==> src/rtl/peci_div_pkg.sv <==
package peci_div_pkg;
  // log2 of the fixed prescaler (divide by four)
  localparam int unsigned PRE_LOG2 = 2;
  // default field widths
  localparam int unsigned TIMING_W_DEF = 8;
  localparam int unsigned EXP_W_DEF    = 3;
  // odd stage steps through 4*m+1 states, so it needs two extra bits
  localparam int unsigned ODD_EXTRA    = 2;
endpackage

==> src/rtl/peci_div_stage.sv <==
module peci_div_stage #(
  parameter int unsigned W = 4
) (
  input  logic         clk,
  input  logic         rst_n,
  input  logic         clr,
  input  logic         step,
  input  logic [W-1:0] limit,
  output logic         at_end
);
  logic [W-1:0] cnt_q, cnt_d;
  logic         cnt_en;

  assign at_end = (cnt_q == limit);
  assign cnt_en = clr | step;

  always_comb begin
    cnt_d = cnt_q;
    if (clr)         cnt_d = '0;
    else if (at_end) cnt_d = '0;
    else             cnt_d = cnt_q + W'(1);
  end

  always_ff @(posedge clk or negedge rst_n) begin
    if (!rst_n)      cnt_q <= '0;
    else if (cnt_en) cnt_q <= cnt_d;
  end
endmodule

==> src/rtl/peci_div_cfg.sv <==
module peci_div_cfg #(
  parameter int unsigned TW = 8,
  parameter int unsigned EW = 3
) (
  input  logic          clk,
  input  logic          rst_n,
  input  logic          load,
  input  logic [TW-1:0] msg_t,
  input  logic [TW-1:0] addr_t,
  input  logic [EW-1:0] exp_in,
  output logic [TW-1:0] m_q,
  output logic [EW-1:0] e_q,
  output logic          bad
);
  logic [TW-1:0] m_d;
  logic [EW-1:0] e_d;

  assign bad = (msg_t != addr_t) || (msg_t == '0);

  always_comb begin
    m_d = msg_t;
    e_d = exp_in;
  end

  always_ff @(posedge clk or negedge rst_n) begin
    if (!rst_n) begin
      m_q <= '0;
      e_q <= '0;
    end else if (load) begin
      m_q <= m_d;
      e_q <= e_d;
    end
  end
endmodule

==> src/rtl/peci_bitclk_div.sv <==
module peci_bitclk_div
  import peci_div_pkg::*;
#(
  parameter int unsigned TIMING_W = TIMING_W_DEF,
  parameter int unsigned EXP_W    = EXP_W_DEF
) (
  input  logic                clk,
  input  logic                rst_n,
  input  logic                run_en,
  input  logic [TIMING_W-1:0] msg_timing,
  input  logic [TIMING_W-1:0] addr_timing,
  input  logic [EXP_W-1:0]    div_exp,
  output logic                bit_tick,
  output logic                setup_bad
);
  localparam int unsigned ODD_W = TIMING_W + ODD_EXTRA;
  localparam int unsigned POW_W = (1 << EXP_W) - 1;

  logic                active;
  logic                pre_end, odd_end, pow_end, period_end;
  logic [TIMING_W-1:0] m_q;
  logic [EXP_W-1:0]    e_q;
  logic [ODD_W-1:0]    odd_lim;
  logic [POW_W-1:0]    pow_lim;
  logic                tick_q, tick_d;

  assign active     = run_en & ~setup_bad;
  assign period_end = active & pre_end & odd_end & pow_end;

  peci_div_cfg #(.TW(TIMING_W), .EW(EXP_W)) u_cfg (
    .clk    (clk),
    .rst_n  (rst_n),
    .load   (~active | period_end),
    .msg_t  (msg_timing),
    .addr_t (addr_timing),
    .exp_in (div_exp),
    .m_q    (m_q),
    .e_q    (e_q),
    .bad    (setup_bad)
  );

  always_comb begin
    odd_lim = {m_q, {ODD_EXTRA{1'b0}}};
    pow_lim = (POW_W'(1) << e_q) - POW_W'(1);
  end

  peci_div_stage #(.W(PRE_LOG2)) u_pre (
    .clk    (clk),
    .rst_n  (rst_n),
    .clr    (~active),
    .step   (active),
    .limit  ({PRE_LOG2{1'b1}}),
    .at_end (pre_end)
  );

  peci_div_stage #(.W(ODD_W)) u_odd (
    .clk    (clk),
    .rst_n  (rst_n),
    .clr    (~active),
    .step   (active & pre_end),
    .limit  (odd_lim),
    .at_end (odd_end)
  );

  peci_div_stage #(.W(POW_W)) u_pow (
    .clk    (clk),
    .rst_n  (rst_n),
    .clr    (~active),
    .step   (active & pre_end & odd_end),
    .limit  (pow_lim),
    .at_end (pow_end)
  );

  always_comb tick_d = period_end;

  always_ff @(posedge clk or negedge rst_n) begin
    if (!rst_n) tick_q <= 1'b0;
    else        tick_q <= tick_d;
  end

  assign bit_tick = tick_q;
endmodule

==> config.mk <==
export PLATFORM = sky130hd
export DESIGN_NAME = peci_bitclk_div
export DESIGN_NICKNAME = d
export VERILOG_FILES = /design/src/rtl/peci_div_pkg.sv /design/src/rtl/peci_div_stage.sv /design/src/rtl/peci_div_cfg.sv /design/src/rtl/peci_bitclk_div.sv
export SDC_FILE = /design/constraint.sdc
export NUM_CORES = 1
export LEC_CHECK = 0
export BUFFER_PORTS_ARGS = -buffer_cell sky130_fd_sc_hd__clkbuf_2
export CORE_UTILIZATION = 30
export DETAILED_ROUTE_END_ITERATION = 10
export PLACE_DENSITY = 0.55
export RECOVER_POWER = 25
export SLEW_MARGIN = 10
export SYNTH_ARGS = -nofsm -noshare
export SYNTH_HDL_FRONTEND = slang
export SYNTH_SLANG_ARGS = --single-unit
==> constraint.sdc <==
create_clock -name clk -period 3.8 [get_ports clk]
set_clock_uncertainty 0.15 [all_clocks]
set_input_delay 0.76 -clock clk [delete_from_list [all_inputs] [get_ports clk]]
set_output_delay 0.76 -clock clk [all_outputs]
set_load 0.05 [all_outputs]
[Word level (Yosys, flattened, before mapping)]
Index checks and enable logic that the tools add are counted.
Word-level totals
  register bits after elaboration: 31
  input port bits: 22
  output and inout port bits: 2
  word-level logic and storage cells: 32
Operators by class
  add/sub/neg operators: 4
  equality and inequality tests: 4
  shifts and indexed selects: 1
  multiplexer cells: 6
  bitwise operators: 9
  reduce and logical (&&, ||, !) cells: 2
Operators with widths (count)
  2-to-1 mux 10 bit: 2
  2-to-1 mux 7 bit: 2
  adder 10 x 1 -> 10 bit, second input constant: 1
  equality test 10 bit: 1
  logical NOT 8 bit: 1
  inequality test 8 bit: 1
  adder 7 x 1 -> 7 bit, second input constant: 1
  equality test 7 bit: 1
  left shift 1 x 3 -> 7 bit, first input constant: 1
  subtractor 7 x 2 -> 7 bit, second input constant: 1
  bitwise AND 1 bit: 4
  2-to-1 mux 2 bit: 2
  bitwise OR 1 bit: 3
  adder 2 x 1 -> 2 bit, second input constant: 1
  equality test 2 bit, second input constant: 1
  inverter 1 bit: 2
  logical OR 1 bit: 1

[Logic depth before layout (Yosys ltp)]
  depth after elaboration: 8
  mapped depth: 8
  gate-level depth less buffers: 7

[Hierarchy]
Synthesis repeated with hierarchy kept, for this count alone.
Second synthesis, totals
  cells, all modules: 184
  area, all modules: 1903.1 um^2
Modules (own cells, without submodules)
  peci_div_stage at u_odd: instances 1, cells each 70, area an instance 695.7 um^2
  peci_div_cfg: instances 1, cells each 36, area an instance 515.5 um^2
  peci_div_stage at u_pow: instances 1, cells each 47, area an instance 439.2 um^2
  peci_bitclk_div: instances 1, cells each 17, area an instance 126.4 um^2
  peci_div_stage at u_pre: instances 1, cells each 14, area an instance 126.4 um^2

[Least setup slack after synthesis]
OpenSTA, ideal clock, no wires.
  path kind: input to register
  start: input addr_timing[3]
  end: register u_cfg.e_q[0]
  arrival: 2.647 ns
  required time: 3.525 ns
  slack: 0.878 ns
  cell stages on the path: 7
  cell sequence: xor2_1 -> nor4_1 -> nand3_1 -> nor2_1 -> o21ai_2 -> buf_6 -> mux2_2
On the way
  longest elaborated chain between the ends: 8
  elaborated cells on any way between the ends: 9
Ends and longest elaborated chain
  from (decl): line peci_bitclk_div.sv:11  | input logic [TIMING_W-1:0] addr_timing,
  inequality test 8 bit (*): line peci_div_cfg.sv:18  | assign bad = (msg_t != addr_t) || (msg_t == '0);
  logical OR 1 bit (*): line peci_div_cfg.sv:18
  named net setup_bad: line peci_bitclk_div.sv:14  | output logic setup_bad
  inverter 1 bit (*): line peci_bitclk_div.sv:27  | assign active = run_en & ~setup_bad;
  bitwise AND 1 bit (*): line peci_bitclk_div.sv:27
  bitwise AND 1 bit (3 in a row): line peci_bitclk_div.sv:28  | assign period_end = active & pre_end & odd_end & pow_end;
  bitwise OR 1 bit (*): line peci_bitclk_div.sv:33  | .load (~active | period_end),
  to (signal assigned): line peci_div_cfg.sv:28  | e_q <= '0;
  to (signal assigned): line peci_div_cfg.sv:31  | e_q <= e_d;
  to (decl): line peci_div_cfg.sv:12  | output logic [EW-1:0] e_q,
The timed path passes the listed nets; every way through them passes the cells marked *.
A chain may end at the register's enable or synchronous reset.

[Worst setup path in the final report]
  start: register u_cfg.e_q[2]
  end: register u_cfg.m_q[3]
On the way
  longest elaborated chain between the ends: 5
Ends and longest elaborated chain
  left shift 1 x 3 -> 7 bit: line peci_bitclk_div.sv:44  | pow_lim = (POW_W'(1) << e_q) - POW_W'(1);
  subtractor 7 x 2 -> 7 bit: line peci_bitclk_div.sv:44
  equality test 7 bit: line peci_div_stage.sv:14  | assign at_end = (cnt_q == limit);
  bitwise AND 1 bit: line peci_bitclk_div.sv:28
  bitwise OR 1 bit: line peci_bitclk_div.sv:33
  to (signal assigned): line peci_div_cfg.sv:30  | m_q <= m_d;
  to (decl): line peci_div_cfg.sv:11  | output logic [TW-1:0] m_q,
No other way between the ends.

==> flow_metrics.env <==
export IMPL_status="finished with violations"
export IMPL_violations="capacitance limit, slew limit"
export IMPL_initial_core_util_pct=31.9
export IMPL_crit_path_max_incr_delay_ps=580
export IMPL_worst_pin_slew_ps=1660
export IMPL_drt_iter0_drc=68
export IMPL_relSlewSlack_pct=-10.8
export IMPL_nets=236
export IMPL_r2r_end="u_cfg.m_q[3]$_DFFE_PN0P_"
export IMPL_first_global_vias=1389
export IMPL_layout_commonest_cell="dfrtp_1"
export IMPL_fill_cells=584
export IMPL_syn_avg_cell_area_um2=9.83
export IMPL_synth_edf_count=0
export IMPL_worst_setup_path_start_kind="flop"
export IMPL_pre_cts_ws_ps=980
export IMPL_grt_setup_unrepaired="no"
export IMPL_ys_async_sr_fraction_pct=100
export IMPL_min_delay_path_depth=1
export IMPL_crit_top_cell="or3_1"
export IMPL_timing_final_ws_setup_ps=984
export IMPL_wl_met1_mm=1.87
export IMPL_syn_instance_count=184
export IMPL_dieArea_um2=6350
export IMPL_wl_met2_mm=1.73
export IMPL_yosysWarnings=0
export IMPL_postCtsSetupBuffers=0
export IMPL_synth_main_ff_cell="dfrtp_1"
export IMPL_remaining_drc_errors=0
export IMPL_ctsHoldBuffers=0
export IMPL_syn_nets=210
export IMPL_crit_chain="or3_1 -> or3_1 -> nand3_1 -> o311ai_2 -> o21ai_2 -> mux2_2"
export IMPL_gr_total_overflow=0
export IMPL_holdCritPathClass="flop to flop"
export IMPL_area_delta_synth_final_pct=14.7
export IMPL_tns_ps=0
export IMPL_drv_cap=1
export IMPL_dieWidth_um=79.7
export IMPL_setup_violations_final=0
export IMPL_final_util_pct=36.6
export IMPL_viasPerCell=5.10
export IMPL_numClockSinks=31
export IMPL_critPathTopFamily="compound AO/OA/AOI/OAI gates"
export IMPL_row_count=27
export IMPL_synth_xor_area_share_pct=8.71
export IMPL_period_share_pct=74.1
export IMPL_synth_area_um2=1810
export IMPL_port_buffers=23
export IMPL_r2r_slack_ps=980
export IMPL_synth_seq_cells=31
export IMPL_ys_types=42
export IMPL_finalPower_mw=0.638
export IMPL_clk_pin_slew_ps=70
export IMPL_wl_met3_um=130
export IMPL_drv_slew=32
export IMPL_hold_end="u_pre.cnt_q[0]$_DFF_PN0_"
export IMPL_grt_start_max_net_pins=32
export IMPL_drive_gt1_share_pct=24.2
export IMPL_setup_worst_path_end_class="flop"
export IMPL_critPathArrivalTime_ps=2830
export IMPL_crit_buf_inv=0
export IMPL_synthMuxAreaShare_pct=8.02
export IMPL_clock_path_buffers=2
export IMPL_wl_mm=3.77
export IMPL_place_congestion=0.754
export IMPL_final_cell_mix="31 x dfrtp_1, 22 x clkbuf_2, 20 x nand2_1, 12 x o21ai_0, 12 x mux2_2"
export IMPL_cp_max_fo=12
export IMPL_synthSimpleGateAreaFrac_pct=22.5
export IMPL_cts_made_buffers=5
export IMPL_htree_num_levels=2
export IMPL_n_antenna_cell=0
export IMPL_synth_top_family_by_area="simple AND/OR/NAND/NOR gates"
export IMPL_ys_seq_area_share_pct=42.9
export IMPL_power_density_nw_per_um2=308
export IMPL_ant_nets=0
export IMPL_synth_compound_area_share_pct=12.0
export IMPL_track_usage_pct=13.8
export IMPL_cts_root_buf="clkbuf_8"
export IMPL_coreArea_um2=5680
export IMPL_vdd_drop_max_mv=0.212
export IMPL_antenna_found_initial=0
export IMPL_cp_required_ps=3810
export IMPL_clock_latency_ps=280
export IMPL_total_leakage_power_nw=0.869
export IMPL_vias=1442
export IMPL_period_needed_ps=2820
export IMPL_post_drt_wl_per_cell_um=13.3
export IMPL_cts_tree="built"
export IMPL_hold_viol=0
export IMPL_fp_dieH_um=79.7
export IMPL_dp_hpwl_mm=2.81
export IMPL_top_layer="met4"
export IMPL_crit_type="flop to flop"
export IMPL_crit_slowest_cell="o21ai_2"
export IMPL_io_pins=24
export IMPL_fmax_ghz=0.355
export IMPL_first_pass_iters=4
export IMPL_dp_cells=275
export IMPL_reg2reg_depth=6
export IMPL_cts_resized_gates=0
export IMPL_final_cells=283
export IMPL_r2r_start="u_cfg.e_q[2]$_DFFE_PN0P_"
export IMPL_synthAdderAreaFrac_pct=2.77
export IMPL_grt_pass1_wl_mm=6.69
export IMPL_min_from="u_pre.cnt_q[0]$_DFF_PN0_"
==> cell type report <==
| type | count | area, µm² | share of cell area (%) |
|---|---|---|---|
| clock inverters | 3 | 15.0 | 0.724 |
| inverters | 5 | 18.8 | 0.905 |
| multi-input cells | 142 | 977 | 47.1 |
| flip-flops and latches | 31 | 776 | 37.4 |
| well taps | 72 | 90.1 | 4.34 |
| clock buffers | 5 | 68.8 | 3.32 |
| repair buffers | 25 | 129 | 6.21 |
==> synthesized netlist by cell type, types with 3 or more instances <==
| master | count | area (µm²) |
|---|---|---|
| dfrtp_1 | 31 | 776 |
| nand2_1 | 20 | 75.1 |
| mux2_2 | 12 | 135 |
| o21ai_0 | 12 | 60.1 |
| nand3_1 | 10 | 50.1 |
| xnor2_1 | 9 | 78.8 |
| xor2_1 | 9 | 78.8 |
| nor4_1 | 8 | 50.1 |
| and3_1 | 6 | 37.5 |
| nor2_1 | 6 | 22.5 |
| a21oi_1 | 5 | 25.0 |
| inv_1 | 5 | 18.8 |
| nor3_1 | 5 | 25.0 |
| ha_1 | 4 | 50.1 |
| nand4_1 | 4 | 25.0 |
| a22o_1 | 3 | 26.3 |
| buf_2 | 3 | 15.0 |
==> routing by layer <==
layer | GRT usage (%) | vias up
met4 | 4.91 | 0
met1 | 18.8 | 687
met5 | 0 | -
met2 | 21.1 | 25
li1 | - | 725
met3 | 3.43 | 5
==> state kept, by name, summed over array words and instances, names as in the netlist <==
| name | cells |
|---|---|
| bit_tick | 1 |
| u_pre.cnt_q | 2 |
| u_cfg.e_q | 3 |
| u_cfg.m_q | 8 |
| u_pow.cnt_q | 7 |
| u_odd.cnt_q | 10 |
==> metrics by stage <==
step / cell area (µm²) / hold slack [ps]
6_report: 2070 / 301
5_1_grt: 2070 / 331
4_1_cts: 2080 / 306
3_5_place_dp: 1990 / 289
3_3_place_gp: 1990 / 286
2_1_floorplan: 1810 / 265
==> worst max-delay path by stage <==
stage | endpoint | startpoint | cells after the start | slack, ps
global route | u_cfg.m_q[7]$_DFFE_PN0P_ | u_cfg.e_q[2]$_DFFE_PN0P_ | 6 | 750
global placement | u_cfg.e_q[2]$_DFFE_PN0P_ | u_cfg.e_q[2]$_DFFE_PN0P_ | 6 | 990
finish | u_cfg.m_q[3]$_DFFE_PN0P_ | u_cfg.e_q[2]$_DFFE_PN0P_ | 6 | 980
CTS | u_cfg.m_q[3]$_DFFE_PN0P_ | u_cfg.e_q[2]$_DFFE_PN0P_ | 6 | 970
floorplan | u_cfg.e_q[0]$_DFFE_PN0P_ | addr_timing[3] | 7 | 880
detailed placement | u_cfg.m_q[3]$_DFFE_PN0P_ | u_cfg.e_q[2]$_DFFE_PN0P_ | 6 | 980
==> report_power, final <==
| part | switching (mW) | total (mW) | internal, mW |
|---|---|---|---|
| registers | 0.00705 | 0.343 | 0.336 |
| clock network | 0.124 | 0.249 | 0.125 |
| logic | 0.0241 | 0.0465 | 0.0224 |
| total | 0.155 | 0.638 | 0.484 |
==> logic make-up (layout without fill, tap and decap cells) <==
| family | Yosys count | count (layout) |
|---|---|---|
| adder cells (fa/ha/maj) | 4 | 4 |
| AO/OA/AOI/OAI | 32 | 32 |
| XOR/XNOR | 18 | 18 |
| buffers and inverters | 11 | 38 |
| flip-flops | 31 | 31 |
| AND/OR/NAND/NOR | 75 | 75 |
| multiplexers | 13 | 13 |
(Power assumes the default switching activity.)
